==> src/rtl/lcd_seq_pkg.sv <==
package lcd_seq_pkg;
  typedef enum logic [1:0] {
    ST_ACTIVE = 2'd0,
    ST_DECAY  = 2'd1,
    ST_SUSP   = 2'd2,
    ST_RESUME = 2'd3
  } seq_state_t;
endpackage

==> src/rtl/lcd_seq_sync.sv <==
module lcd_seq_sync #(
  parameter int STAGES    = 2,
  parameter bit RESET_VAL = 1'b1
) (
  input  logic clk,
  input  logic rst,
  input  logic din,
  output logic dout
);
  logic [STAGES-1:0] chain;

  generate
    for (genvar i = 0; i < STAGES; i++) begin : g_stage
      always_ff @(posedge clk) begin
        if (rst) chain[i] <= RESET_VAL;
        else if (i == 0) chain[i] <= din;
        else chain[i] <= chain[(i == 0) ? 0 : i-1];
      end
    end
  endgenerate

  assign dout = chain[STAGES-1];
endmodule

==> src/rtl/lcd_seq_ctrl.sv <==
module lcd_seq_ctrl #(
  parameter int REG_W    = 8,
  parameter int SUSP_BIT = 0,
  parameter int PWR_BIT  = 3
) (
  input  logic             clk,
  input  logic             rst,
  input  logic             wr_en,
  input  logic [REG_W-1:0] wr_data,
  input  logic             hw_susp,
  output logic             sw_susp,
  output logic             pwr_off
);
  always_ff @(posedge clk) begin
    if (rst) begin
      sw_susp <= 1'b0;
      pwr_off <= 1'b0;
    end else if (wr_en && !hw_susp) begin
      sw_susp <= wr_data[SUSP_BIT];
      pwr_off <= wr_data[PWR_BIT];
    end
  end

  assert_wr_locked_R8: assert property (@(posedge clk) disable iff (rst)
    (hw_susp && wr_en) |=> ($stable(sw_susp) && $stable(pwr_off)));
endmodule

==> src/rtl/lcd_seq_counter.sv <==
module lcd_seq_counter #(
  parameter int LIMIT = 128,
  parameter int W     = $clog2(LIMIT + 1)
) (
  input  logic         clk,
  input  logic         rst,
  input  logic         clr,
  input  logic         inc,
  output logic [W-1:0] cnt,
  output logic         done
);
  localparam logic [W-1:0] LIM = W'(LIMIT);

  always_ff @(posedge clk) begin
    if (rst || clr) cnt <= '0;
    else if (inc && cnt != LIM) cnt <= cnt + 1'b1;
  end

  assign done = (cnt == LIM);

  assert_cnt_sat_R5: assert property (@(posedge clk) disable iff (rst)
    cnt <= LIM);
  assert_cnt_hold_R5: assert property (@(posedge clk) disable iff (rst)
    ($past(done) && !$past(clr)) |-> done);
endmodule

==> src/rtl/lcd_seq_fsm.sv <==
module lcd_seq_fsm
  import lcd_seq_pkg::*;
(
  input  logic clk,
  input  logic rst,
  input  logic req,
  input  logic force_off,
  input  logic tick,
  input  logic cnt_done,
  output logic cnt_clr,
  output logic cnt_inc,
  output logic pwr_en,
  output logic fsync_en,
  output logic if_en,
  output logic stop_ok
);
  seq_state_t state, state_nxt;

  always_comb begin
    state_nxt = state;
    unique case (state)
      ST_ACTIVE: if (req && tick) state_nxt = ST_DECAY;
      ST_DECAY: begin
        if (!req) state_nxt = ST_RESUME;
        else if (cnt_done) state_nxt = ST_SUSP;
      end
      ST_SUSP:   if (!req) state_nxt = ST_RESUME;
      ST_RESUME: begin
        if (req) state_nxt = ST_DECAY;
        else if (tick) state_nxt = ST_ACTIVE;
      end
      default:   state_nxt = ST_ACTIVE;
    endcase
  end

  always_ff @(posedge clk) begin
    if (rst) begin
      state    <= ST_ACTIVE;
      pwr_en   <= 1'b1;
      fsync_en <= 1'b1;
      if_en    <= 1'b1;
      stop_ok  <= 1'b0;
    end else begin
      state    <= state_nxt;
      pwr_en   <= (state_nxt == ST_ACTIVE) && !force_off;
      fsync_en <= (state_nxt == ST_ACTIVE);
      if_en    <= (state_nxt != ST_SUSP);
      stop_ok  <= (state_nxt == ST_SUSP);
    end
  end

  assign cnt_clr = (state == ST_ACTIVE) || (state == ST_RESUME);
  assign cnt_inc = (state == ST_DECAY) && tick;

  assert_fsync_covers_pwr_R3: assert property (@(posedge clk) disable iff (rst)
    !fsync_en |-> !pwr_en);
  assert_drop_on_tick_R2: assert property (@(posedge clk) disable iff (rst)
    $fell(fsync_en) |-> $past(tick));
  assert_pwr_rise_R7: assert property (@(posedge clk) disable iff (rst)
    $rose(pwr_en) |-> ($past(tick) || $past(state) == ST_ACTIVE));
  assert_if_reopen_R7: assert property (@(posedge clk) disable iff (rst)
    (state == ST_SUSP && !req) |=> if_en);
endmodule

==> src/rtl/lcd_suspend_seq.sv <==
module lcd_suspend_seq #(
  parameter int DECAY_FRAMES = 128,
  parameter int SYNC_STAGES  = 2,
  parameter int REG_W        = 8,
  parameter int SUSP_BIT     = 0,
  parameter int PWR_BIT      = 3
) (
  input  logic             clk,
  input  logic             rst,
  input  logic             wr_en,
  input  logic [REG_W-1:0] wr_data,
  input  logic             suspend_pin_n,
  input  logic             frame_tick,
  output logic             panel_pwr_en,
  output logic             frame_sync_en,
  output logic             iface_en,
  output logic             clk_stop_ok,
  output logic             cfg_sw_suspend,
  output logic             cfg_pwr_off
);
  localparam int CNT_W = $clog2(DECAY_FRAMES + 1);

  logic             pin_sync_n, hw_susp, sw_susp, pwr_off, req;
  logic             cnt_clr, cnt_inc, cnt_done;
  logic [CNT_W-1:0] cnt;

  lcd_seq_sync #(.STAGES(SYNC_STAGES), .RESET_VAL(1'b1)) u_sync (
    .clk(clk), .rst(rst), .din(suspend_pin_n), .dout(pin_sync_n));

  assign hw_susp = !pin_sync_n;

  lcd_seq_ctrl #(.REG_W(REG_W), .SUSP_BIT(SUSP_BIT), .PWR_BIT(PWR_BIT)) u_ctrl (
    .clk(clk), .rst(rst), .wr_en(wr_en), .wr_data(wr_data),
    .hw_susp(hw_susp), .sw_susp(sw_susp), .pwr_off(pwr_off));

  assign req = sw_susp || hw_susp;

  lcd_seq_counter #(.LIMIT(DECAY_FRAMES), .W(CNT_W)) u_cnt (
    .clk(clk), .rst(rst), .clr(cnt_clr), .inc(cnt_inc),
    .cnt(cnt), .done(cnt_done));

  lcd_seq_fsm u_fsm (
    .clk(clk), .rst(rst), .req(req), .force_off(pwr_off), .tick(frame_tick),
    .cnt_done(cnt_done), .cnt_clr(cnt_clr), .cnt_inc(cnt_inc),
    .pwr_en(panel_pwr_en), .fsync_en(frame_sync_en),
    .if_en(iface_en), .stop_ok(clk_stop_ok));

  assign cfg_sw_suspend = sw_susp;
  assign cfg_pwr_off    = pwr_off;

  assert_stop_after_count_R4: assert property (@(posedge clk) disable iff (rst)
    clk_stop_ok |-> (cnt_done && !iface_en));
  assert_if_close_R4: assert property (@(posedge clk) disable iff (rst)
    $fell(iface_en) |-> $past(cnt_done));
  assert_request_sources_R1: assert property (@(posedge clk) disable iff (rst)
    (!req && iface_en && frame_sync_en) |=> frame_sync_en);
endmodule

==> config.mk <==
export PLATFORM = sky130hd
export DESIGN_NAME = lcd_suspend_seq
export DESIGN_NICKNAME = d
export VERILOG_FILES = /design/src/rtl/lcd_seq_pkg.sv /design/src/rtl/lcd_seq_sync.sv /design/src/rtl/lcd_seq_ctrl.sv /design/src/rtl/lcd_seq_counter.sv /design/src/rtl/lcd_seq_fsm.sv /design/src/rtl/lcd_suspend_seq.sv
export SDC_FILE = /design/constraint.sdc
export NUM_CORES = 1
export LEC_CHECK = 0
export BUFFER_PORTS_ARGS = -buffer_cell sky130_fd_sc_hd__buf_4
export CAP_MARGIN = 10
export CORE_MARGIN = 8
export CORE_UTILIZATION = 45
export CTS_BUF_LIST = sky130_fd_sc_hd__clkbuf_4 sky130_fd_sc_hd__clkbuf_8 sky130_fd_sc_hd__clkbuf_16
export DETAILED_ROUTE_END_ITERATION = 8
export HOLD_SLACK_MARGIN = 0.06
export PLACE_DENSITY = 0.78
export SYNTH_ARGS = -nofsm -noshare
export SYNTH_HDL_FRONTEND = slang
export SYNTH_SLANG_ARGS = --single-unit
==> constraint.sdc <==
create_clock -name clk -period 1.7 [get_ports clk]
set_input_delay 0.51 -clock clk [delete_from_list [all_inputs] [get_ports clk]]
set_output_delay 0.51 -clock clk [all_outputs]
set_load 0.02 [all_outputs]
# Word level (Yosys, flattened, before mapping)
# Cells that the tools add are included.
[word_totals]
reg_bits = 18
in_bits = 13
out_inout_bits = 6
wordCells = 37
[op_classes]
reduce_logical = 12
mux = 7
n_eq_ne = 7
n_addsub = 1
[ops]
columns = ["cell", "count"]
rows = [
  ["2-bit 2-to-1 mux", 6],
  ["8-bit by 1-bit adder with 8-bit output (second input constant)", 1],
  ["8-bit == test (second input constant)", 1],
  ["8-bit inequality test (second input constant)", 1],
  ["2-bit one-hot mux with 4 select lines", 1],
  ["2-bit == test (second input constant)", 3],
  ["1-bit logical AND", 5],
  ["2-bit zero test", 2],
  ["1-bit logical OR", 3],
  ["2-bit by 1-bit == test with 1-bit output (second input constant)", 1],
  ["1-bit zero test", 2],
  ["2-bit inequality test (second input constant)", 1],
]

# Logic depth before layout (Yosys ltp)
[logic_depth]
depth_word = 7
ltp_mapped = 7
depth_no_buf = 7

# Modules after synthesis
# Synthesis repeated with hierarchy kept, for this count alone.
[hier_totals]
cells_unflattened = 102
area_unflattened_um2 = 910.9
[modules_own_cells]
columns = ["mod", "seq_area_each_um2", "cells_per_inst", "n_inst", "area_each_um2"]
rows = [
  ["lcd_seq_counter", 160.2, 49, 1, 411.6],
  ["lcd_seq_fsm", 120.1, 38, 1, 334.1],
  ["lcd_seq_ctrl", 40.0, 9, 1, 102.6],
  ["lcd_seq_sync", 40.0, 4, 1, 52.6],
  ["lcd_suspend_seq", 0.0, 2, 1, 10.0],
]

# Worst setup path after synthesis
# No wires, ideal clock.
[synth_path]
path_type = "reg-to-reg"
from = "reg u_fsm.state[0]"
to = "reg u_fsm.pwr_en"
path_slack_ns = 0.062
path_buffers = 0
period_less_slack_ns = 1.638
setup_ns = 0.064
arrival_ns = 1.574
required_time_ns = 1.636
path_stages_with_launch = 8
cell_sequence = "dfxtp_1 > inv_1 > ha_1 > nor4b_2 > a211oi_1 > a2111oi_4 > a21oi_1 > nor2_1"
[synth_via]
elab_chain_cells = 5
word_cells_on_any_way = 13
cone_classes = "eq/ne: 3; mux: 7; reduce/logical: 3"
[synth_lines]
columns = ["item", "line_no", "text"]
rows = [
  ["start, declared", "lcd_seq_fsm.sv:17", "seq_state_t state, state_nxt;"],
  ["start signal, assigned", "lcd_seq_fsm.sv:44", "state <= state_nxt;"],
  ["2-bit 2-to-1 mux (on tied branches)", "lcd_seq_fsm.sv:30, lcd_seq_fsm.sv:25", ""],
  ["2-bit 2-to-1 mux (on tied branches)", "lcd_seq_fsm.sv:29, lcd_seq_fsm.sv:24", ""],
  ["2-bit one-hot mux with 4 select lines *", "lcd_seq_fsm.sv:21", "unique case (state)"],
  ["2-bit zero test *", "lcd_seq_fsm.sv:45", "pwr_en <= (state_nxt == ST_ACTIVE) && !force_off;"],
  ["1-bit logical AND *", "lcd_seq_fsm.sv:45", ""],
  ["end signal, assigned", "lcd_seq_fsm.sv:45", ""],
  ["end, declared", "lcd_seq_fsm.sv:12", "output logic pwr_en,"],
]
# Mark *: on every way between the ends. The rest lies on a longest branch, timed or not.
# A chain may end at the register's enable or synchronous reset.

# Worst setup path after layout
[layout_path]
from = "reg u_fsm.state[1]"
to = "reg u_fsm.pwr_en"
# The elaborated chain is that of the path after synthesis.

==> results.md <==
- Run status: finished clean
- Worst path required time: just under 2 ns
- Total Wirelength: between 1.5 and 2 mm
- Final setup skew: between 0.002 and 0.0025 ns
- Register area share after synthesis: 0.413
- Leak: 0.000451 uW
- Synth Register Bits: 18
- Ys Warns: 0
- Hold Vio Cnt, Final: 0
- Total grt overflow: 0
- Wire per inst: about 13 um
- Max cap viols: 0
- Crit path kind: reg2reg
- Met3 Use GR: 0.0151
- DP HPWL: 1.27 mm
- Final worst-path cycle share: 0.959
- Placed Area: a little over 0.001 mm^2
- Vias: just over 700
- Max Clock Freq: between 600 and 700 MHz
- Area growth from synthesis to layout: 31.9%
- Most common cell after layout, fill and taps aside: buf_4
- Worst-margin pin slew: between 0.3 and 0.4 ns
- Core ar.: 0.00190 mm^2
- DIE WIDTH: 60.0 um
- Vias in the first global route: approximately 660
- Mapped Cells: 94
- Post-CTS Hold Fix Bufs: 0
- Final WS setup: between 0.06 and 0.07 ns
- Setup Viol. Count Final: 0
- Global Route Usage Sum: 0.104
- Worst setup EP type: flip-flop
- GR Util met2: 0.165
- # IOs: 19
- Largest net degree at the start of global routing: 11
- Busiest grt layer: met2
- GPL Wtd Cong: roughly 0.8
- Max reg flops: 8
- Slew Viols, Final: 0
- Port buffer count: 12
- DR iter-0 viols: 12
- Tmin final: between 1.5 and 2 ns
- Clock Latency Late Sink: roughly 0.29 ns
- Post-route cell area: 0.00115 mm^2
- Initial Util: 0.459
- Site row count: 16
- GRT met1 Usage: 0.118
- # fillers: between 150 and 200
- Root buffer cell: clkbuf_4
- Finished Layout Cells: around 140
- Fin Setup TNS: 0 ns
- H-tree level count: 1
- Cells after DPL: 136
- Slew HR: 0.765
- CP Launch Type: flip-flop
- Initial antenna violation count: 0
- Share of cells above drive strength 1: 0.397
- Peak VDD IR: 0.439 mV
- CP max FO: 4
- Final-stage net count: 136
- Netlist cell types: 25
- Most frequent cells in the layout: buf_4 (18), dfxtp_1 (14), nor2_1 (13)
- Footprint of the multi-input gates: 543 um^2
- Regs by FF count: u_cnt.cnt (8), u_fsm.state (2)
- Diode count: 0
- Mapped Nets: approximately 110
- RSZ-0062 raised after global routing: true
- Post-Syn Area per Cell: 9.28 um^2
- Largest Register: u_cnt.cnt
- Cell Pwr Density: 757 mW/mm^2
- Hold Crit Class: in2reg
- CTS tree: done
- CTS Sinks: 18
- Via density: around 5.0
- Power, Total: 870 uW
- DRT Pass-1 Iters: 4
- Clock transition at path regs: 0.10 ns
- Worst EP arrival: about 1.9 ns
- Pre-CTS setup slack: -0.0485 ns
- FF/Latch Area: 368 um^2
- Die Footprint: about 0.0036 mm^2
- TritonCTS buffer count: 3
- Cell area after synthesis: slightly below 900 um^2
- Clock Tree Buf Depth: 2
- DRC viols: 0
- First-pass GRT wire length: between 2 and 3 mm
- Die height: 60.0 um
- DRT antenna net count: 0
-- per-layer routing --
metal	vias up	routed length (um)
li1	358	-
met1	340	775
met2	14	941
met3	5	54
met4	0	55
met5	-	0
-- kinds of logic (layout without fill, tap and decap cells) --
kind of cell | count (synthesis) | in the layout | share of synthesized area
compound gates | 15 | 15 | 0.143
simple gates | 41 | 41 | 0.257
xor+xnor | 7 | 7 | 0.0703
fa+ha+maj | 6 | 6 | 0.0861
buf+inv | 7 | 29 | 0.0301
flops | 18 | 18 | 0.413
-- Yosys cell counts --
cell type / instances / area, um^2
nor2b_1: 1 / 6.26
nand2b_1: 2 / 12.5
and4bb_1: 1 / 12.5
nor2_1: 14 / 52.6
inv_1: 6 / 22.5
ha_1: 6 / 75.1
dfxtp_1: 18 / 360
o21a_1: 1 / 7.51
a211oi_4: 1 / 20.0
a2111oi_4: 1 / 27.5
and2_1: 1 / 6.26
nor3_4: 1 / 16.3
nand2_1: 8 / 30.0
a211oi_1: 1 / 7.51
a21bo_2: 1 / 10.0
nand3_1: 6 / 30.0
a21o_1: 1 / 7.51
nand4bb_1: 1 / 11.3
clkbuf_1: 1 / 3.75
nor4b_2: 1 / 15.0
and3_1: 3 / 18.8
a21oi_1: 9 / 45.0
xor2_1: 5 / 43.8
or2_2: 2 / 12.5
xnor2_1: 2 / 17.5
-- critical path, stage by stage, from the launching register on --
cell and delay (ns):
dfxtp_4 0.39, inv_2 0.06, ha_4 0.16, nor4b_4 0.26, a211oi_2 0.08, a2111oi_4 0.31, buf_4 0.19, a21oi_2 0.06
nor2_1 0.07
-- report_power, final --
part | total, uW | internal, uW | switching (uW)
registers | 444 | 435 | 8.86
logic | 164 | 85.2 | 79.3
clock network | 262 | 131 | 132
total | 870 | 650 | 220
-- repair_timing --
action,CTS,global route
setup endpoints to repair,5,8
buffers inserted,1,2
pin swaps,1,10
gates resized for setup,2,19
-- metrics by stage --
step / util / hold WS, ns
6_report: 0.605 / 0.396
5_1_grt: 0.605 / 0.382
4_1_cts: 0.564 / 0.393
3_5_place_dp: 0.538 / 0.401
3_3_place_gp: 0.538 / 0.392
2_1_floorplan: - / 0.389
-- final cells by class --
type,instances,area share
Clock buffer,4,0.0316
Inverter,6,0.0196
Multi-Input combinational cell,69,0.472
Sequential cell,18,0.320
Tap cell,27,0.0294
Timing Repair Buffer,19,0.127
-- path summary, 6_finish.rpt --
kind	slack, ns	from	end	depth (start not counted)
hold / removal	0.40	suspend_pin_n	u_sync.chain[0]$_SDFF_PP1_	2
setup / recovery	0.07	u_fsm.state[1]$_SDFF_PP0_	u_fsm.pwr_en$_SDFF_PP1_	8
hold reg to reg	0.42	u_sync.chain[0]$_SDFF_PP1_	u_sync.dout$_SDFF_PP1_	1
setup reg to reg	0.07	u_fsm.state[1]$_SDFF_PP0_	u_fsm.pwr_en$_SDFF_PP1_	8
(Power assumes the default switching activity.)
